$ cat src/rtl/pm_stat_pkg.sv
package pm_stat_pkg;
    localparam int unsigned REG_W = 32;
    localparam int unsigned N_STS = 5;

    typedef enum logic {LK_OPEN = 1'b0, LK_SHUT = 1'b1} lock_state_t;

    localparam logic [REG_W-1:0] MAIN_RW_MASK = 32'h0000_00C6;
    localparam logic [REG_W-1:0] SUS_RW_MASK  = 32'h7880_0001;
    localparam logic [REG_W-1:0] SUS_RW_INIT  = 32'h2000_0000;
    localparam logic [REG_W-1:0] CFG_MASK     = 32'h0000_1C38;
    localparam logic [REG_W-1:0] RSV_MASK     = 32'h867A_2000;
    localparam int unsigned      WAKE_BIT     = 15;
    localparam int unsigned      SWLK_BIT     = 8;

    // status flags: global reset, width violation, suspend fail, battery fail, host reset
    localparam int unsigned STS_POS [N_STS] = '{24, 18, 16, 14, 9};
    localparam logic [N_STS-1:0] STS_INIT   = 5'b01100;
    localparam logic [N_STS-1:0] STS_RTC    = 5'b01000;
endpackage

$ cat src/rtl/pm_lock_fsm.sv
module pm_lock_fsm
    import pm_stat_pkg::*;
(
    input  logic clk,
    input  logic rst_n,
    input  logic set_i,
    output logic locked_o
);
    lock_state_t state_q, state_d;

    always_ff @(posedge clk or negedge rst_n) begin
        if (!rst_n) state_q <= LK_OPEN;
        else        state_q <= state_d;
    end

    always_comb begin
        state_d = state_q;
        unique case (state_q)
            LK_OPEN: if (set_i) state_d = LK_SHUT;
            LK_SHUT: state_d = LK_SHUT;
            default: state_d = LK_OPEN;
        endcase
    end

    assign locked_o = (state_q == LK_SHUT);


    lock_sticky_chk: assert property (@(posedge clk) disable iff (!rst_n)
        locked_o |=> locked_o);
endmodule

$ cat src/rtl/pm_w1c_bit.sv
module pm_w1c_bit #(
    parameter logic RST_VAL = 1'b0
) (
    input  logic clk,
    input  logic rst_n,
    input  logic hw_set,
    input  logic clr,
    output logic q
);
    always_ff @(posedge clk or negedge rst_n) begin
        if (!rst_n)      q <= RST_VAL;
        else if (hw_set) q <= 1'b1;
        else if (clr)    q <= 1'b0;
    end


    set_wins_chk: assert property (@(posedge clk) disable iff (!rst_n)
        hw_set |=> q);
endmodule

$ cat src/rtl/pm_status_reg.sv
module pm_status_reg
    import pm_stat_pkg::*;
(
    input  logic              clk,
    input  logic              rtc_rst_n,
    input  logic              sus_rst_n,
    input  logic              main_rst_n,
    input  logic              wr_en,
    input  logic [REG_W-1:0]  wr_data,
    input  logic              rd_en,
    output logic [REG_W-1:0]  rd_data,
    input  logic              glb_rst_evt,
    input  logic              host_rst_evt,
    input  logic              s4_width_viol,
    input  logic              cfg_lock_in
);
    logic rst_sus, rst_main;
    assign rst_sus  = sus_rst_n & rtc_rst_n;
    assign rst_main = main_rst_n & rst_sus;

    logic [REG_W-1:0] main_q, sus_q, cfg_q, sts_word, reg_val;
    logic             wake_q, sw_locked, cfg_locked;
    logic [N_STS-1:0] sts_set, sts_q;

    always_ff @(posedge clk or negedge rst_main) begin
        if (!rst_main)  main_q <= '0;
        else if (wr_en) main_q <= wr_data & MAIN_RW_MASK;
    end

    always_ff @(posedge clk or negedge rst_sus) begin
        if (!rst_sus)   sus_q <= SUS_RW_INIT;
        else if (wr_en) sus_q <= wr_data & SUS_RW_MASK;
    end

    always_ff @(posedge clk or negedge rst_sus) begin
        if (!rst_sus)                wake_q <= 1'b0;
        else if (wr_en && !sw_locked) wake_q <= wr_data[WAKE_BIT];
    end

    always_ff @(posedge clk or negedge rst_sus) begin
        if (!rst_sus)                 cfg_q <= '0;
        else if (wr_en && !cfg_locked) cfg_q <= wr_data & CFG_MASK;
    end

    pm_lock_fsm u_swlk (
        .clk(clk), .rst_n(rst_sus),
        .set_i(wr_en & wr_data[SWLK_BIT]), .locked_o(sw_locked)
    );

    pm_lock_fsm u_cfglk (
        .clk(clk), .rst_n(rst_sus),
        .set_i(cfg_lock_in), .locked_o(cfg_locked)
    );

    assign sts_set = {host_rst_evt, 1'b0, 1'b0, s4_width_viol, glb_rst_evt};

    for (genvar i = 0; i < N_STS; i++) begin : g_sts
        pm_w1c_bit #(.RST_VAL(STS_INIT[i])) u_bit (
            .clk(clk),
            .rst_n(STS_RTC[i] ? rtc_rst_n : rst_sus),
            .hw_set(sts_set[i]),
            .clr(wr_en & wr_data[STS_POS[i]]),
            .q(sts_q[i])
        );
    end

    always_comb begin
        sts_word = '0;
        for (int i = 0; i < N_STS; i++) sts_word[STS_POS[i]] = sts_q[i];
    end

    always_comb begin
        reg_val = main_q | sus_q | cfg_q | sts_word;
        reg_val[WAKE_BIT] = wake_q;
        reg_val[SWLK_BIT] = sw_locked;
    end

    assign rd_data = rd_en ? reg_val : '0;


    reserved_zero_chk: assert property (@(posedge clk) disable iff (!rtc_rst_n)
        (rd_data & RSV_MASK) == '0);


    cfg_hold_chk: assert property (@(posedge clk) disable iff (!rst_sus)
        (cfg_locked && wr_en) |=> $stable(reg_val & CFG_MASK));


    read_quiet_chk: assert property (@(posedge clk) disable iff (!rst_main)
        (rd_en && !wr_en && !glb_rst_evt && !host_rst_evt && !s4_width_viol)
        |=> $stable(reg_val));
endmodule

$ cat config.mk
export PLATFORM = sky130hd
export DESIGN_NAME = pm_status_reg
export DESIGN_NICKNAME = d
export VERILOG_FILES = /design/src/rtl/pm_stat_pkg.sv /design/src/rtl/pm_lock_fsm.sv /design/src/rtl/pm_w1c_bit.sv /design/src/rtl/pm_status_reg.sv
export SDC_FILE = /design/constraint.sdc
export NUM_CORES = 1
export LEC_CHECK = 0
export ABC_AREA = 0
export BUFFER_PORTS_ARGS = -buffer_cell sky130_fd_sc_hd__buf_2
export CAP_MARGIN = 20
export CORE_AREA = 8 8 66 68
export DETAILED_ROUTE_END_ITERATION = 12
export DIE_AREA = 0 0 74 76
export GPL_ROUTABILITY_DRIVEN = 0
export HOLD_SLACK_MARGIN = 0.15
export PLACE_DENSITY = 0.71
export SETUP_SLACK_MARGIN = 0.15
export SYNTH_ARGS = -nofsm -noshare
export SYNTH_HDL_FRONTEND = slang
export SYNTH_SLANG_ARGS = --single-unit
$ cat constraint.sdc
create_clock -name clk -period 1.02 [get_ports clk]
set_input_delay 0.051 -clock clk [delete_from_list [all_inputs] [get_ports clk]]
set_output_delay 0.051 -clock clk [all_outputs]
set_load 0.05 [all_outputs]
# After elaboration in Yosys (flattened, before gate mapping)

Index checks and enable logic that the tools add are counted.

Bits in registers: 24
Bits of input ports: 42
Output and inout port bits: 32
Logic and storage cells: 42

Mux-type cells: 11
Bitwise operators: 13
Reduce and logical (&&, ||, !) cells: 7

Operators with widths:

| kind                               | number |
|---|---|
| 2-to-1 mux 32 bit                  | 1 |
| bitwise OR 32 x 13 -> 32 bit       | 1 |
| bitwise OR 32 x 25 -> 32 bit       | 1 |
| bitwise OR 8 x 31 -> 31 bit        | 1 |
| AND 1 bit                          | 8 |
| 2-to-1 mux 1 bit                   | 8 |
| nonzero test 2 bit                 | 3 |
| one-hot mux 1 bit (2 select lines) | 2 |
| logical AND 1 bit                  | 2 |
| zero test 1 bit                    | 2 |
| inverter 1 bit                     | 2 |

# Depth between registers and ports, before layout

Gate-level depths: netlist of the first run.

Depth after elaboration: 4
Mapped depth: 4
Gate-level depth less buffers: 2

# Modules after synthesis

From an unflattened synthesis of the first run, not the netlist that was laid out.

Cell total of the unflattened synthesis: 101
Area total of the unflattened synthesis: 1,207.4 um2

By module, submodules not included:

| module                          | instances | cells each | area an instance (um2) | seq. area each (um2) |
|---|---|---|---|---|
| pm_status_reg                   | 1         | 82         | 960.9                  | 426.7 |
| pm_w1c_bit (g_sts[0].u_bit ...) | 3         | 3          | 36.3                   | 25.0 |
| pm_w1c_bit (g_sts[2].u_bit ...) | 2         | 3          | 37.5                   | 26.3 |
| pm_lock_fsm                     | 2         | 2          | 31.3                   | 25.0 |

# Worst setup path after synthesis of the first run

Ideal clock, no wire load.

Path kind: register to register
Start point: register u_cfglk.state_q (netlist: u_cfglk.locked_o)
End point: register cfg_q[10]
Library setup time: 0.125 ns
Arrival time: 0.904 ns
Required time: 0.895 ns
Setup slack: -0.009 ns
Stages on the path, launching flop included: 4
Path buffers: 1
Period minus slack after synthesis: 1.029 ns
Cell sequence: dfrtp_1 -> nor2b_4 -> buf_6 -> mux2_4

Word-level cells in the longest chain between the ends: 2

Ends and longest elaborated chain:

| element                  | line                | source |
|---|---|---|
| start: declaration       | pm_lock_fsm.sv:9    | `lock_state_t state_q, state_d;` |
| start signal: assignment | pm_lock_fsm.sv:13   | `else state_q <= state_d;` |
| zero test 1 bit          | pm_status_reg.sv:42 | `else if (wr_en && !cfg_locked) cfg_q <= wr_data & CFG_MASK;` |
| logical AND 1 bit        | pm_status_reg.sv:42 |  |
| end signal: assignment   | pm_status_reg.sv:42 |  |
| end: declaration         | pm_status_reg.sv:21 | `logic [REG_W-1:0] main_q, sus_q, cfg_q, sts_word, reg_val;` |

Every way passes these cells.
A chain may end at the register's enable or synchronous reset.

# Worst setup path after layout of the first run

Start point: register g_sts[3].u_bit.q
End point: output rd_data[14]

Word-level cells in the longest chain between the ends: 2

Ends and longest elaborated chain:

| element                      | line                | source |
|---|---|---|
| start: declaration           | pm_w1c_bit.sv:8     | `output logic q` |
| start signal: assignment     | pm_w1c_bit.sv:11    | `if (!rst_n) q <= RST_VAL;` |
| start signal: assignment     | pm_w1c_bit.sv:12    | `else if (hw_set) q <= 1'b1;` |
| start signal: assignment     | pm_w1c_bit.sv:13    | `else if (clr) q <= 1'b0;` |
| bitwise OR 32 x 25 -> 32 bit | pm_status_reg.sv:73 | `reg_val = main_q \| sus_q \| cfg_q \| sts_word;` |
| 2-to-1 mux 32 bit            | pm_status_reg.sv:78 | `assign rd_data = rd_en ? reg_val : '0;` |
| end: declaration             | pm_status_reg.sv:11 | `output logic [REG_W-1:0] rd_data,` |

Every way passes these cells.

==> flow_summary.toml, run 1 <==
[run_status]
status = "complete, but fails checks"
violations = "setup timing"

[final_layout]
fin_area_um2 = 2110
area_growth_pct = 81.1
drive_gt1_frac = 0.523
final_common_cell = "buf_2"
n_antenna_cell = 0
stdcell_count = 243
nets = 238
layout_common_cells = "32 x buf_2, 31 x dlygate4sd3_1, 24 x buf_6"

[place]
port_buffers = 55
placed_area_um2 = 1470
dp_cells = 193
hpwl_um = 2260

[grt]
grt_util_all_layers = 0.130
grt_pass1_vias = 1160
overflow = 0
grt_first_pass_wirelength_um = 5830
grt_max_degree = 24
antenna_found_initial = 0

[route]
dr.pass1.iters = 3
route.detailed.drc = 0
antenna_left = 0
drt-total-wl_um = 3700
vias = 1008
wl_per_cell_um = 15.2
viasPerCell = 4.15
drt_iter0_drc = 7

[clock_network]
clock_latency_ns = 0.31
clk_path_buf_depth = 2
clkSinkCount = 24
htree_num_levels = 1
cts_buffers = 3
cts_tree = "done"
clkSlewWorstSetupHoldPaths_ns = 0.13
clk_root_buffer_cell = "clkbuf_4"

[setup_path]
cp-start-kind = "register"
worstPathArrival_ns = 1.14
crit_path_max_fanout = 2
endpoint_kind = "output pin"
required_ns = 0.97
critPathKind = "register to output pin"

[min_path]
min_path_type = "input pin to register"

[sta]
setup_viol = 30
fin_skew_ns = 0.00448
rsz0062_at_grt = "true"
fin_crit_ns = 1.19
fmax_mhz = 840
setup_ws_ns = -0.171
finalCritPeriodShare = 1.17
hold_viol = 0
drv_slew = 0

[floorplanning]
core_um2 = 3440
die_h_um = 76
rows = 22
fp.dieW_um = 74
io_pins = 74
die-area_um2 = 5620
initial_core_util = 0.338

[yosys]
synthCells = 93
ys_warn_count = 0
avgSynthCellArea_um2 = 12.5
synth_area_um2 = 1160
synth_seq_area_share = 0.519
synthDistinctLibCells = 17
ys_ff_latch = 24

[power_and_ir_drop]
p_leak_uw = 0.00103
max-vdd-ir-drop_mv = 0.704
power_uw = 2460
power.density_nw_per_um2 = 1170

[job]
cap_violations = 0
## power by group
part	internal, uW	switching (uW)
Clock	152	275
Combinational	462	492
Sequential	1040	44.1
Total	1650	812
## cell usage after synthesis (all sizes together)
cell type | n | area, um2
and3 | 1 | 6.26
a21boi | 2 | 15.0
buf | 12 | 95.1
conb | 1 | 3.75
dfrtp | 21 | 526
nand2 | 3 | 11.3
clkbuf | 2 | 7.51
a21o | 4 | 30.0
and2 | 24 | 150
mux2 | 17 | 214
dfstp | 3 | 78.8
or2 | 1 | 6.26
nor2b | 2 | 20.0
## stage by stage
step	setup slack (ns)	util	setup TNS, ns	hold WS (ns)
CTS	-0.191	0.592	-2.40	0.169
floorplan	-0.00878	-	-0.0527	-0.0968
global route	-0.211	0.612	-3.64	0.159
finish	-0.171	0.612	-2.35	0.141
global placement	-0.0381	0.426	-0.225	0.00158
detailed placement	-0.0680	0.426	-0.383	0.00570
## worst max-delay path, stage by stage, from the launching register on
cell     delay [ns]
dfstp_2        0.55
and2_4         0.14
buf_8          0.14
## kinds of logic after synthesis
group	after synthesis	share of synthesized area
other cells	1	0.00322
flops	24	0.519
simple gates	31	0.167
mux	17	0.184
buf+inv	14	0.0882
compound gates	6	0.0387
## what timing repair did
item | CTS | global route
pin swaps | 0 | 1
hold endpoints to repair | 48 | 0
hold buffers | 31 | 0
gates resized for setup | 55 | 7
setup endpoints to repair | 30 | 32
buffers inserted | 8 | 7
## area by class of cell
class | count | area [um2]
well taps | 48 | 60.1
multi-input cells | 63 | 513
clock buffers | 4 | 26.3
flip-flops and latches | 24 | 604
repair buffers | 104 | 903
fillers | 279 | 1330
## path summary, 6_finish.rpt
check | from | endpoint | cells after the start | slack (ns)
worst max-delay path | g_sts[3].u_bit.q | rd_data[14] | 2 | -0.17
worst min-delay path | wr_en | g_sts[2].u_bit.q | 3 | 0.14
worst max register to register | u_cfglk.locked_o | cfg_q[3] | 2 | -0.12
worst min register to register | g_sts[3].u_bit.q | g_sts[3].u_bit.q | 1 | 0.49
max in group asynchronous | rtc_rst_n | g_sts[2].u_bit.q | 4 | 0.34
min in group asynchronous | rtc_rst_n | g_sts[3].u_bit.q | 2 | 0.21
## layer usage
metal,part of all wire,GRT usage,vias up
li1,-,-,485
met2,0.54,0.237,36
met3,0.069,0.0368,2
met5,0,0,-
met1,0.39,0.145,485
met4,0.0030,0.0180,0
## registers in the layout, indices dropped and copies added, names as in the netlist
register and count:
sus_q 6, main_q 4, g_sts.u_bit.q 5, u_cfglk.locked_o 1, cfg_q 6, wake_q 1
u_swlk.locked_o 1
No activity file was read; power rests on OpenSTA's default activity.
==> inputs of run 2 (changes only) <==
--- a/config.mk
+++ b/config.mk
@@ -8,12 +8,12 @@
 export ABC_AREA = 0
 export BUFFER_PORTS_ARGS = -buffer_cell sky130_fd_sc_hd__buf_2
 export CAP_MARGIN = 20
-export CORE_AREA = 8 8 66 68
+export CORE_AREA = 8 8 62 75
 export DETAILED_ROUTE_END_ITERATION = 12
-export DIE_AREA = 0 0 74 76
+export DIE_AREA = 0 0 70 83
 export GPL_ROUTABILITY_DRIVEN = 0
 export HOLD_SLACK_MARGIN = 0.15
-export PLACE_DENSITY = 0.71
+export PLACE_DENSITY = 0.66
 export SETUP_SLACK_MARGIN = 0.15
 export SYNTH_ARGS = -nofsm -noshare
 export SYNTH_HDL_FRONTEND = slang
==> constraint.sdc (replaced) <==
create_clock -name clk -period 1.2 [get_ports clk]
set_input_delay 0.06 -clock clk [delete_from_list [all_inputs] [get_ports clk]]
set_output_delay 0.06 -clock clk [all_outputs]
set_load 0.05 [all_outputs]
==> flow_summary.toml, run 2 (synthesis results as in run 1) <==
[run_status]
status = "finished, final reports clean"

[grt]
grt_util_met3 = 0.0452
overflow = 0
grt_first_pass_wirelength_um = 5510
antenna_found_initial = 0
met1_usage = 0.116
grt_max_degree = 24
grt_util_all_layers = 0.113
grt_pass1_vias = 1105
top_usage_layer = "met2"
gr-usage-met2 = 0.196

[floorplanning]
die-area_um2 = 5810
initial_core_util = 0.334
rows = 24
io_pins = 74
die_h_um = 83
fp.dieW_um = 70
core_um2 = 3480

[final_layout]
final_common_cell = "buf_2"
fill_cells = 287
area_growth_pct = 71.0
multi_input_area_um2 = 495
layout_common_cells = "32 x buf_2, 31 x dlygate4sd3_1, 21 x dfrtp_1"
largestRegisters = "cfg_q: 6 flops, sus_q: 6 flops, g_sts.u_bit.q: 5 flops"
drive_gt1_frac = 0.497
nets = 226
fin_area_um2 = 1990
ff_latch_area_um2 = 604
post-route-util = 0.571
n_antenna_cell = 0

[sta]
hold_ws_ns = 0.163
fin_crit_ns = 1.14
fmax_mhz = 880
finalCritPeriodShare = 0.947
setup_tns_ns = 0
hold_viol = 0
setup_viol = 0
drv_slew = 0
rsz0062_at_grt = "true"
fin_skew_ns = 0.00662

[route]
route.detailed.drc = 0
viasPerCell = 4.36
antenna_left = 0
drt-total-wl_um = 3340
wl_per_cell_um = 15.0
vias = 967
drt_iter0_drc = 8
dr.pass1.iters = 3

[setup_path]
r2r-end = "cfg_q[5]"
endpoint_kind = "output pin"
cp-start-kind = "register"
critical_path.cell_chain = "and2_4 > buf_8"
regToRegStartpoint = "u_cfglk.locked_o"
critPathKind = "register to output pin"
cpMaxStageDelayCell = "dfstp_2"
reg2reg_depth = 2
worstPathArrival_ns = 1.08
reg2reg_slack_ns = 0.09
required_ns = 1.14
crit_path_max_fanout = 2
max_stage_delay_ns = 0.54

[clock_network]
clk_root_buffer_cell = "clkbuf_8"
cts_tree = "done"
cts_buffers = 3
clkSinkCount = 24
clock_latency_ns = 0.27
clkSlewWorstSetupHoldPaths_ns = 0.09
htree_num_levels = 1
clk_path_buf_depth = 2

[place]
hpwl_um = 2160
placed_area_um2 = 1450
port_buffers = 55

[power_and_ir_drop]
p_clk_frac = 0.254
seqPwrFrac = 0.418
comb_power_share = 0.328
max-vdd-ir-drop_mv = 0.651
power_uw = 2190
p_leak_uw = 0.000962
p_sw_uw = 695
intPower_uw = 1500
netSwitchingFraction = 0.317
power.density_nw_per_um2 = 1100

[min_path]
hp-start = "wr_en"
hold_depth = 3
min_path_type = "input pin to register"
holdPathEnd = "g_sts[1].u_bit.q"

[job]
cap_violations = 0
## run 2: cell types whose count changed in the layout (fill, tap and decap cells not counted), sizes merged
cell / before / now
buf: 73 / 61
## run 2: per-stage QoR
step           setup WS, ns  instances
6_report             0.0640        222
2_1_floorplan         0.171        101
5_1_grt              0.0232        222
3_3_place_gp          0.121        185
3_5_place_dp          0.104        185
4_1_cts              0.0603        220
## run 2: critical path: cells and delay by family, from the launching register on
kind,cells,cell delay (ns)
buffers and inverters,1,0.14
and+or+nand+nor,1,0.14
DFF,1,0.54
## run 2: what timing repair did
item / CTS / global route
endpoints found under the hold margin: 36 / 0
hold buffers: 31 / 0
resized for setup: 43 / 10
setup endpoints to repair: 29 / 39
buffers inserted: 0 / 2
## run 2: worst max-delay path by stage
stage                     cells past startpoint  slack, ns             start          end
final                                         2       0.06  g_sts[3].u_bit.q  rd_data[14]
after global routing                          2       0.02  g_sts[3].u_bit.q  rd_data[14]
after CTS                                     2       0.06         sus_q[29]  rd_data[29]
after detailed placement                      2       0.10  u_cfglk.locked_o    cfg_q[10]
after global placement                        2       0.12  u_cfglk.locked_o    cfg_q[12]
after floorplan                               3       0.17  u_cfglk.locked_o    cfg_q[10]
## run 2: final cells by class
class                      count  share of cell area
multi-input combinational     63               0.249
sequential                    24               0.304
tap                           39              0.0245
clock buffer                   4              0.0277
timing repair buffer          92               0.395
## run 2: power by group through the flow
stage	combinational, uW	clock (uW)	sequential, uW
6_report	721	557	916
5_1_grt	760	609	927
4_1_cts	693	570	915
3_5_place_dp	549	0	928
3_3_place_gp	541	0	927
2_1_floorplan	438	0	919
## run 2: metal layers
metal	vias up	share of wire
met5	-	0
met4	0	0.018
met3	8	0.084
met2	50	0.52
met1	448	0.38
li1	461	-
==> inputs of run 3 (changes only) <==
--- a/config.mk
+++ b/config.mk
@@ -7,13 +7,14 @@
 export LEC_CHECK = 0
 export ABC_AREA = 0
 export BUFFER_PORTS_ARGS = -buffer_cell sky130_fd_sc_hd__buf_2
-export CAP_MARGIN = 20
-export CORE_AREA = 8 8 62 75
+export CAP_MARGIN = 0
+export CORE_AREA = 8 8 57 68
+export CTS_BUF_LIST = sky130_fd_sc_hd__clkbuf_8
 export DETAILED_ROUTE_END_ITERATION = 12
-export DIE_AREA = 0 0 70 83
+export DIE_AREA = 0 0 65 76
 export GPL_ROUTABILITY_DRIVEN = 0
 export HOLD_SLACK_MARGIN = 0.15
-export PLACE_DENSITY = 0.66
+export PLACE_DENSITY = 0.79
 export SETUP_SLACK_MARGIN = 0.15
 export SYNTH_ARGS = -nofsm -noshare
 export SYNTH_HDL_FRONTEND = slang
==> flow_summary.toml, run 3 (synthesis results as in run 1) <==
[final_layout]
n_antenna_cell = 0
area_growth_pct = 74.4
layout_common_cells = "32 x buf_2, 31 x dlygate4sd3_1, 21 x and2_1, 21 x dfrtp_1, 20 x buf_6"
drive_gt1_frac = 0.508
final_common_cell = "buf_2"
nets = 232
largestRegisters = "cfg_q: 6 flops, sus_q: 6 flops, g_sts.u_bit.q: 5 flops"

[floorplanning]
core_um2 = 2890
rows = 22
die-area_um2 = 4940
initial_core_util = 0.403
io_pins = 74
die_h_um = 76
fp.dieW_um = 65

[power_and_ir_drop]
p_clk_frac = 0.243
intPower_uw = 1520
p_sw_uw = 685
comb_power_share = 0.342
seqPwrFrac = 0.416
max-vdd-ir-drop_mv = 0.875
power_uw = 2210
p_leak_uw = 0.000992
netSwitchingFraction = 0.310
power.density_nw_per_um2 = 1090

[grt]
grt_max_degree = 24
overflow = 0
grt_util_all_layers = 0.141
grt_pass1_vias = 1202
antenna_found_initial = 0
grt_first_pass_wirelength_um = 5690

[route]
drt-total-wl_um = 3350
dr.pass1.iters = 2
route.detailed.drc = 0
drt_iter0_drc = 3
wl_per_cell_um = 14.9
antenna_left = 0
viasPerCell = 4.44
vias = 999

[setup_path]
cpMaxStageDelayCell = "dfstp_2"
r2r-end = "cfg_q[11]"
regToRegStartpoint = "u_cfglk.locked_o"
max_stage_delay_ns = 0.54
endpoint_kind = "output pin"
required_ns = 1.14
reg2reg_slack_ns = 0.10
reg2reg_depth = 2
critPathLaunch = "sus_q[29]"
critical_path.cell_chain = "and2_4 > buf_8"
crit_path_max_fanout = 2
cp-start-kind = "register"
crit_path_end = "rd_data[29]"
critPathKind = "register to output pin"
worstPathArrival_ns = 1.08

[sta]
drv_slew = 0
fin_crit_ns = 1.14
setup_viol = 0
setup_tns_ns = 0
hold_viol = 0
finalCritPeriodShare = 0.953
fmax_mhz = 875
fin_skew_ns = 0.00351
rsz0062_at_grt = "true"

[job]
cap_violations = 0

[place]
port_buffers = 55
hpwl_um = 2310

[clock_network]
cts_buffers = 3
clkSlewWorstSetupHoldPaths_ns = 0.08
htree_num_levels = 1
clkSinkCount = 24
cts_tree = "done"
clk_path_buf_depth = 2
clk_root_buffer_cell = "clkbuf_8"
clock_latency_ns = 0.26

[min_path]
min_path_type = "input pin to register"

[run_status]
status = "finished, final reports clean"
## run 3: layout make-up
cell class              count  area (um2)
flip-flops and latches     24         604
repair buffers             98         831
well taps                  36        45.0
fillers                   200         861
multi-input cells          63         494
clock buffers               4        55.1
## run 3: routing by layer
metal  GRT usage  part of all wire  vias up
met2       0.267              0.55       42
met3      0.0485             0.085        2
met4      0.0284            0.0081        0
met1       0.140              0.36      481
met5           0                 0        -
li1            -                 -      474
## run 3: timing repair
action / 4_1_cts / 5_1_grt
endpoints found under the hold margin: 48 / 0
setup buffers: 1 / 7
hold buffers: 31 / 0
cloned: 0 / 0
endpoints found under the setup margin: 27 / 29
gates resized for setup: 40 / 14
## run 3: how the worst min path moves through the flow
stage | start | end | slack, ns | depth (start not counted)
after global placement | rtc_rst_n | g_sts[3].u_bit.q | 0.02 | 1
final | wr_en | sus_q[23] | 0.15 | 2
after CTS | wr_en | sus_q[23] | 0.16 | 2
after floorplan | rtc_rst_n | g_sts[3].u_bit.q | -0.09 | 0
after detailed placement | rtc_rst_n | g_sts[3].u_bit.q | 0.02 | 1
after global routing | wr_en | sus_q[0] | 0.16 | 2
## run 3: stage by stage
step           worst slack [ns]  area (um2)  cells  utilization  hold slack [ns]
2_1_floorplan             0.171        1190    101            -          -0.0878
3_3_place_gp              0.130        1440    182        0.499           0.0182
3_5_place_dp              0.101        1440    182        0.499           0.0198
4_1_cts                  0.0556        1930    218        0.669            0.156
5_1_grt                  0.0242        2030    225        0.702            0.158
6_report                 0.0570        2030    225        0.702            0.152
## run 3: power by group through the flow
stage                     registers [uW]  clock network, uW  logic [uW]
after floorplan                      919                  0         438
after global placement               927                  0         537
after detailed placement             932                  0         551
after CTS                            918                549         694
after global routing                 927                588         798
final                                918                536         755
## run 3: critical path, delay by kind of cell (launching register included)
family        cells  cell delay, ns
flops             1            0.54
simple gates      1            0.15
buf+inv           1            0.14
